<file path="config.mk">
export PLATFORM = sky130hd
export DESIGN_NAME = spi_irq_dma_ctl
export DESIGN_NICKNAME = d
export VERILOG_FILES = /design/src/rtl/spi_irq_pkg.sv /design/src/rtl/spi_stall_timer.sv /design/src/rtl/spi_flag_bank.sv /design/src/rtl/spi_irq_gen.sv /design/src/rtl/spi_irq_dma_ctl.sv
export SDC_FILE = /design/constraint.sdc
export NUM_CORES = 1
export LEC_CHECK = 0
export BUFFER_PORTS_ARGS = -buffer_cell sky130_fd_sc_hd__clkbuf_2
export CORE_UTILIZATION = 45
export CTS_BUF_LIST = sky130_fd_sc_hd__clkbuf_8
export DETAILED_ROUTE_END_ITERATION = 12
export PLACE_DENSITY = 0.7
export SETUP_SLACK_MARGIN = 0.1
export SYNTH_ARGS = -nofsm -noshare
export SYNTH_HDL_FRONTEND = slang
export SYNTH_SLANG_ARGS = --single-unit
</file>
<file path="constraint.sdc">
create_clock -name clk -period 1.8 [get_ports clk]
set_input_delay 0.45 -clock clk [delete_from_list [all_inputs] [get_ports clk]]
set_output_delay 0.45 -clock clk [all_outputs]
set_load 0.05 [all_outputs]
</file>
<file path="src/rtl/spi_irq_pkg.sv">
package spi_irq_pkg;

   typedef enum logic [1:0] {
      MODE_OFF    = 2'b00,
      MODE_RXONLY = 2'b01,
      MODE_TXONLY = 2'b10,
      MODE_DUPLEX = 2'b11
   } spi_mode_e;

   localparam int NUM_ERR = 5;
   localparam int ERR_OVR = 0;
   localparam int ERR_UND = 1;
   localparam int ERR_COL = 2;
   localparam int ERR_ABT = 3;
   localparam int ERR_SSV = 4;

   function automatic logic tx_dir_on(input logic [1:0] m);
      return m[1];
   endfunction

   function automatic logic rx_dir_on(input logic [1:0] m);
      return m[0];
   endfunction

endpackage

</file>
<file path="src/rtl/spi_stall_timer.sv">
module spi_stall_timer #(
   parameter int STALL_CYCLES = 256
) (
   input  logic clk,
   input  logic rst_n,
   input  logic enable,
   input  logic ss_active,
   input  logic sck_edge,
   output logic abort_det
);
   localparam int CNT_W = $clog2(STALL_CYCLES + 1);
   localparam logic [CNT_W-1:0] LIMIT = CNT_W'(STALL_CYCLES);
   localparam logic [CNT_W-1:0] LAST  = CNT_W'(STALL_CYCLES - 1);

   logic             stalled;
   logic [CNT_W-1:0] cnt_q;

   assign stalled   = enable && ss_active && !sck_edge;
   assign abort_det = stalled && (cnt_q == LAST);

   always_ff @(posedge clk or negedge rst_n) begin
      if (!rst_n)
         cnt_q <= '0;
      else if (!stalled)
         cnt_q <= '0;
      else if (cnt_q != LIMIT)
         cnt_q <= cnt_q + 1'b1;
   end
endmodule

</file>
<file path="src/rtl/spi_flag_bank.sv">
module spi_flag_bank #(
   parameter int N_ERR = 5
) (
   input  logic             clk,
   input  logic             rst_n,
   input  logic             enable,
   input  logic             ld_strobe,
   input  logic             txd_wr,
   input  logic             tx_ack,
   input  logic             char_done,
   input  logic             rxd_rd,
   input  logic             rx_ack,
   input  logic [N_ERR-1:0] err_det,
   input  logic [N_ERR-1:0] err_clr,
   output logic             tx_empty,
   output logic             rx_full,
   output logic [N_ERR-1:0] err_flags
);
   always_ff @(posedge clk or negedge rst_n) begin
      if (!rst_n)
         tx_empty <= 1'b0;
      else if (!enable || txd_wr || tx_ack)
         tx_empty <= 1'b0;
      else if (ld_strobe)
         tx_empty <= 1'b1;
   end

   always_ff @(posedge clk or negedge rst_n) begin
      if (!rst_n)
         rx_full <= 1'b0;
      else if (!enable)
         rx_full <= 1'b0;
      else if (char_done)
         rx_full <= 1'b1;
      else if (rxd_rd || rx_ack)
         rx_full <= 1'b0;
   end

   for (genvar i = 0; i < N_ERR; i++) begin : g_err
      always_ff @(posedge clk or negedge rst_n) begin
         if (!rst_n)
            err_flags[i] <= 1'b0;
         else if (err_det[i])
            err_flags[i] <= 1'b1;
         else if (err_clr[i])
            err_flags[i] <= 1'b0;
      end
   end
endmodule

</file>
<file path="src/rtl/spi_irq_gen.sv">
module spi_irq_gen #(
   parameter int N_SRC = 7
) (
   input  logic             clk,
   input  logic             rst_n,
   input  logic [N_SRC-1:0] src,
   input  logic             timer_evt,
   output logic             irq
);
   logic [N_SRC-1:0] src_prev_q;
   logic             tmr_q;

   always_ff @(posedge clk or negedge rst_n) begin
      if (!rst_n) begin
         src_prev_q <= '0;
         tmr_q      <= 1'b0;
      end else begin
         src_prev_q <= src;
         tmr_q      <= timer_evt;
      end
   end

   assign irq = (|(src & ~src_prev_q)) | tmr_q;
endmodule

</file>
<file path="src/rtl/spi_irq_dma_ctl.sv">
module spi_irq_dma_ctl
   import spi_irq_pkg::*;
#(
   parameter int STALL_CYCLES = 256,
   parameter bit ABORT_EN     = 1'b1
) (
   input  logic         clk,
   input  logic         rst_n,
   input  logic [1:0]   mode,
   input  logic         data_irq_en,
   input  logic         timer_irq_en,
   input  logic         brg_tick,
   input  logic         txd_wr,
   input  logic         rxd_rd,
   input  logic         ld_strobe,
   input  logic         char_done,
   input  logic         ss_active,
   input  logic         sck_edge,
   input  logic         err_ovr_det,
   input  logic         err_und_det,
   input  logic         err_col_det,
   input  logic         err_ssv_det,
   input  logic [4:0]   err_clr,
   input  logic         tx_ack,
   input  logic         rx_ack,
   output logic         tx_empty,
   output logic         rx_full,
   output logic [4:0]   err_flags,
   output logic         irq,
   output logic         tx_req,
   output logic         rx_req,
   output logic         tx_eof,
   output logic         rx_eof
);
   localparam int N_SRC = NUM_ERR + 2;

   if (STALL_CYCLES < 2) begin : g_bad_stall
      $error("STALL_CYCLES must be at least 2");
   end
   if (NUM_ERR != 5) begin : g_bad_err
      $error("error field width mismatch");
   end

   logic               enabled, tx_on, rx_on;
   logic               abort_det;
   logic [NUM_ERR-1:0] det;
   logic [N_SRC-1:0]   src;
   logic               timer_evt;
   logic               ss_q;
   logic               ss_fall;

   assign enabled = (mode != MODE_OFF);
   assign tx_on   = tx_dir_on(mode);
   assign rx_on   = rx_dir_on(mode);

   if (ABORT_EN) begin : g_stall
      spi_stall_timer #(.STALL_CYCLES(STALL_CYCLES)) u_stall (
         .clk       (clk),
         .rst_n     (rst_n),
         .enable    (enabled),
         .ss_active (ss_active),
         .sck_edge  (sck_edge),
         .abort_det (abort_det)
      );
   end else begin : g_no_stall
      assign abort_det = 1'b0;
   end

   assign det[ERR_OVR] = enabled && err_ovr_det;
   assign det[ERR_UND] = enabled && err_und_det;
   assign det[ERR_COL] = enabled && err_col_det;
   assign det[ERR_ABT] = abort_det;
   assign det[ERR_SSV] = enabled && err_ssv_det;

   spi_flag_bank #(.N_ERR(NUM_ERR)) u_flags (
      .clk       (clk),
      .rst_n     (rst_n),
      .enable    (enabled),
      .ld_strobe (ld_strobe),
      .txd_wr    (txd_wr),
      .tx_ack    (tx_ack),
      .char_done (char_done),
      .rxd_rd    (rxd_rd),
      .rx_ack    (rx_ack),
      .err_det   (det),
      .err_clr   (err_clr),
      .tx_empty  (tx_empty),
      .rx_full   (rx_full),
      .err_flags (err_flags)
   );

   assign src       = {err_flags,
                       rx_full  && data_irq_en && rx_on,
                       tx_empty && data_irq_en && tx_on};
   assign timer_evt = !enabled && timer_irq_en && brg_tick;

   spi_irq_gen #(.N_SRC(N_SRC)) u_irq (
      .clk       (clk),
      .rst_n     (rst_n),
      .src       (src),
      .timer_evt (timer_evt),
      .irq       (irq)
   );

   assign ss_fall = ss_q && !ss_active;

   always_ff @(posedge clk or negedge rst_n) begin
      if (!rst_n) begin
         ss_q   <= 1'b0;
         tx_eof <= 1'b0;
         rx_eof <= 1'b0;
      end else begin
         ss_q   <= ss_active;
         tx_eof <= ss_fall && tx_on;
         rx_eof <= ss_fall && rx_on;
      end
   end

   assign tx_req = tx_empty && tx_on;
   assign rx_req = rx_full  && rx_on;
endmodule

</file>
**Yosys cells after proc, flatten, opt, wreduce, memory -nomap -nowiden**

Cells that the tools add are included.

- Add/subtract/negate cells: 1
- Eq/ne operators: 4
- Multiplexer cells: 17
- Bitwise logic cells: 3
- Reductions and logical operators: 32

Operators with widths:

| cell | count |
|---|---|
| logical AND 1 bit | 18 |
| two-way mux 9 bit | 2 |
| two-way mux 1 bit | 15 |
| nonzero test 2 bit | 7 |
| adder 9 x 1 -> 9 bit, second input constant | 1 |
| equality test 9 x 8 -> 1 bit, second input constant | 1 |
| inequality test 9 bit, second input constant | 1 |
| AND 7 bit | 1 |
| NOT 7 bit | 1 |
| OR reduction 7 bit | 1 |
| logical NOT 1 bit | 3 |
| logical OR 1 bit | 3 |
| inequality test 3 x 2 -> 1 bit, second input constant | 1 |
| inequality test 2 bit, second input constant | 1 |
| bitwise OR 1 bit | 1 |

- Register bits after elaboration: 27
- Input port bits: 24
- Output and inout port bits: 12
- Logic and storage cells: 70

**Depth between registers and ports, before layout**

- Word-level depth: 5
- Depth in mapped cells: 6
- Depth with buffers taken out: 6

**Modules after synthesis**

Synthesis repeated with hierarchy kept, for this count alone.

- Cells, all modules: 110
- Area, all modules: 1248.7 um2

By module, submodules not included:

| module | instances | cells an instance | area an instance (um2) | sequential area each (um2) |
|---|---|---|---|---|
| spi_stall_timer | 1 | 56 | 526.8 | 225.2 |
| spi_irq_gen | 1 | 18 | 277.8 | 200.2 |
| spi_flag_bank | 1 | 21 | 270.3 | 175.2 |
| spi_irq_dma_ctl | 1 | 15 | 173.9 | 75.1 |

**Worst setup path before layout**

Ideal clock, no wire load.

- Path type: reg-to-output
- Start: register u_flags.rx_full
- End: output irq
- Arrival time: 1.580 ns
- Data required time: 1.350 ns
- Path slack: -0.230 ns
- Stages on the path, launching flop included: 4
- Buffers on the path: 0
- Cell sequence: dfrtp_1 -> nand3_1 -> o22ai_1 -> or4_1

- Cells in the longest elaborated chain, start to end: 5

RTL lines:

| what | line | text |
|---|---|---|
| from (decl) | spi_flag_bank.sv:16 | `output logic rx_full,` |
| from (signal assigned) | spi_flag_bank.sv:30 | `rx_full <= 1'b0;` |
| from (signal assigned) | spi_flag_bank.sv:32 | `rx_full <= 1'b0;` |
| from (signal assigned) | spi_flag_bank.sv:34 | `rx_full <= 1'b1;` |
| logical AND 1 bit (2 in a row) | spi_irq_dma_ctl.sv:93 | `rx_full && data_irq_en && rx_on,` |
| AND 7 bit | spi_irq_gen.sv:23 | `assign irq = (\|(src & ~src_prev_q)) \| tmr_q;` |
| OR reduction 7 bit | spi_irq_gen.sv:23 |  |
| bitwise OR 1 bit | spi_irq_gen.sv:23 |  |
| to (decl) | spi_irq_dma_ctl.sv:29 | `output logic irq,` |

Every way passes these cells.

**Worst setup path after layout**

- Start: register u_flags.err_flags[4]
- End: output irq

- Cells in the longest elaborated chain, start to end: 3

RTL lines:

| what | line | text |
|---|---|---|
| from (decl) | spi_flag_bank.sv:17 | `output logic [N_ERR-1:0] err_flags` |
| from (signal, indexed assignment) | spi_flag_bank.sv:42 | `err_flags[i] <= 1'b0;` |
| from (signal, indexed assignment) | spi_flag_bank.sv:44 | `err_flags[i] <= 1'b1;` |
| from (signal, indexed assignment) | spi_flag_bank.sv:46 | `err_flags[i] <= 1'b0;` |
| AND 7 bit | spi_irq_gen.sv:23 |  |
| OR reduction 7 bit | spi_irq_gen.sv:23 |  |
| bitwise OR 1 bit | spi_irq_gen.sv:23 |  |

Every way passes these cells.

==> results by group <==
Floorplanning
  • Die X: 53.8 µm
  • Die area: 2890 µm²
  • Starting Density: 0.482
  • Io pins: 36
  • Site Rows: 18
  • Vert. Die Dim: 53.8 µm
  • Core ar.: roughly 2500 µm²

Power and ir drop
  • Internal Power: 0.867 mW
  • Combinational Power Share: 0.175
  • Net Sw Power: 0.325 mW
  • Clock power frac: 0.284
  • Worst VDD drop: 0.497 mV
  • Pwr/cell area: 778 nW/µm²
  • Seq pwr share: 0.541
  • Switching Fraction: 0.273
  • Leak: roughly 0.77 nW

Timing
  • Setup WS post-layout: -0.190 ns
  • Worst slew margin: 0.564
  • Final hold vios: 0
  • Fin crit share: 1.11
  • Count of pins over their slew limit: 0
  • Clk_skew: around 0.0025 ns
  • Setup TNS: -0.190 ns
  • Final min period: roughly 2.0 ns
  • Max Clk Rate: roughly 0.5 GHz
  • Measured slew at the worst slew-check pin: ~0.65 ns
  • Final setup fails: 1
  • Unrepaired setup endpoints after global routing: yes

Global routing
  • First-pass GRT wire length: 3.71 mm
  • GRT busiest layer: met2
  • GR Util met2: 0.309
  • Initial antenna violation count: 0
  • GRT Util Overall: 0.182
  • GRT overflow: 0
  • Pin count of the biggest net entering global routing: 28
  • GR met1 Demand/Resource: 0.221
  • Met3 GRT Util: 0.0254
  • Vias in the first global route: 900

Placement
  • GP Congestion: ~0.76
  • Port Buffer Count: 35
  • Placed Instances: 182
  • Hpwl dp: between 1.5 and 2 mm
  • Area after DPL: 1450 µm²
  • Pre-CTS WS: -0.145 ns

Synthesis
  • Syn Std Cell Area: 1210 µm²
  • Dominant synthesized flop cell: dfrtp_1
  • Synth Register Bits: 27
  • Yosys cell types: 34
  • Post-synth net total: 143
  • Syn Area/Cell: 10.4 µm²
  • Synthesis warning total: 0
  • Seq/Total Area, Yosys: 0.560
  • Synth async-reset ratio: 1.00
  • Post-synth EDFFs: 0
  • Post-Syn Instances: 116

Run status
  • Failing checks: negative setup slack
  • Status: complete, but fails checks

Critical path
  • Critical Path Start Type: flop
  • Worst-path fanout max: 2
  • Worst EP arrival: 1.54 ns
  • Kind of end point of the critical path: primary output
  • Setup CP Type: flop to primary output
  • CP required: 1.35 ns

Layout
  • Most frequent cells in the layout: clkbuf_2 (33), dfrtp_1 (25), inv_1 (11)
  • Sequential Area: 678 µm²
  • Layout area overhead: 27.0%
  • Nets: ~190
  • Design area: 1530 µm²
  • Layout Cells excl Fill: between 150 and 200
  • Fillers: 229
  • Share of post-route cells with drive strength above 1: 0.396
  • Most common cell after layout, fill and taps aside: clkbuf_2
  • Ant diodes: 0
  • Area of the multi-input gates: 464 µm²
  • Finished Core Util: 0.613

CTS
  • Worst skew pair latency: between 0.2 and 0.3 ns
  • CTS Sinks: 27
  • CTS tree: built
  • H-tree Lvls: 1
  • Clock transition at the registers of the reported paths: 0.09 ns
  • Root Driver: clkbuf_8
  • CTS max path bufs: 2
  • CTS buffer count: 3

Job
  • MaxCap Viol Count: 0

Worst hold path
  • Hold/Removal Path Class: input port to asynchronous set/reset pin

Detailed routing
  • Vias: 978
  • # DRC: 0
  • DR pass1 iterations: 4
  • Vias per cell: 5.17
  • Final ANT Viol Nets: 0
  • Final WL: 2.33 mm
  • Routed len/inst: 12.3 µm
  • DRT iter0 DRCs: 10
cell usage after synthesis (2+ instances only):
master,n,area share
o21ai_0,8,0.033
a21oi_1,7,0.029
and3b_1,2,0.015
nor3_1,2,0.0083
dfrtp_1,27,0.56
nand3_1,7,0.029
ha_1,3,0.031
or3_1,3,0.016
nor2_1,7,0.022
nor4_1,2,0.010
nand2_1,6,0.019
inv_1,12,0.037
buf_4,5,0.031
and2_1,2,0.010
nand2b_1,3,0.016
o21ai_2,2,0.015
stage by stage:
stage / total power [mW] / hold slack [ns]
4_1_cts: 1.19 / 0.211
6_report: 1.19 / 0.189
2_1_floorplan: 0.778 / 0.154
5_1_grt: 1.25 / 0.240
3_5_place_dp: 0.849 / 0.398
3_3_place_gp: 0.842 / 0.387
sequential cells by signal (all words and copies together), names as in the netlist:
| name | count |
|---|---|
| u_flags.err_flags | 5 |
| rx_eof | 1 |
| u_flags.rx_full | 1 |
| u_irq.tmr_q | 1 |
| u_irq.src_prev_q | 7 |
| ss_q | 1 |
| u_flags.tx_empty | 1 |
| g_stall.u_stall.cnt_q | 9 |
| tx_eof | 1 |
critical path: stages, from the launching register on:
cell	delay, ns
dfrtp_1	0.39
nand2b_1	0.09
o2111ai_2	0.13
or4_4	0.50
buf_8	0.16
what timing repair did:
item	in CTS	in global routing
buffers inserted	1	2
pin swaps	0	2
hold buffers	0	0
gates cloned	0	0
setup endpoints to repair	1	2
resized for setup	2	4
kinds of logic after synthesis:
group                    after synthesis  share of synthesized area
AO/OA/AOI/OAI                         20                     0.0965
buffers and inverters                 18                     0.0716
adder cells (fa/ha/maj)                3                     0.0311
AND/OR/NAND/NOR                       46                      0.226
flip-flops                            27                      0.560
XOR/XNOR                               2                     0.0145
layout make-up:
type / instances / share of cell area
flip-flops and latches: 27 / 0.443
multi-input cells: 71 / 0.303
repair buffers: 45 / 0.170
inverters: 12 / 0.0294
clock buffers: 3 / 0.0270
well taps: 30 / 0.0245
clock inverters: 1 / 0.00327
power groups by stage:
stage / sequential [mW] / clock [mW] / combinational, mW
final: 0.645 / 0.338 / 0.209
after global routing: 0.648 / 0.372 / 0.225
after CTS: 0.645 / 0.348 / 0.201
after detailed placement: 0.658 / 0 / 0.191
after global placement: 0.656 / 0 / 0.186
after floorplan: 0.672 / 0 / 0.105
per-layer routing:
| layer | part of all wire | vias up |
|---|---|---|
| met5 | 0 | - |
| met4 | 0.020 | 0 |
| met3 | 0.042 | 7 |
| met2 | 0.49 | 23 |
| met1 | 0.45 | 475 |
| li1 | - | 473 |
path summary, 6_finish.rpt:
kind	from	endpoint	cells past startpoint	slack [ns]
max in group asynchronous	rst_n	u_flags.tx_empty$_DFFE_PN0P_	1	1.16
worst min register to register	u_flags.err_flags[1]$_DFFE_PN0P_	u_irq.src_prev_q[3]$_DFF_PN0_	0	0.42
worst min-delay path	rst_n	u_irq.src_prev_q[3]$_DFF_PN0_	1	0.19
worst max-delay path	u_flags.err_flags[4]$_DFFE_PN0P_	irq	4	-0.19
worst max register to register	g_stall.u_stall.cnt_q[1]$_DFFE_PN0P_	g_stall.u_stall.cnt_q[8]$_DFFE_PN0P_	5	0.24
min in group clk	ss_active	ss_q$_DFF_PN0_	1	0.31
Note: power is estimated with default switching activity, not from simulation.
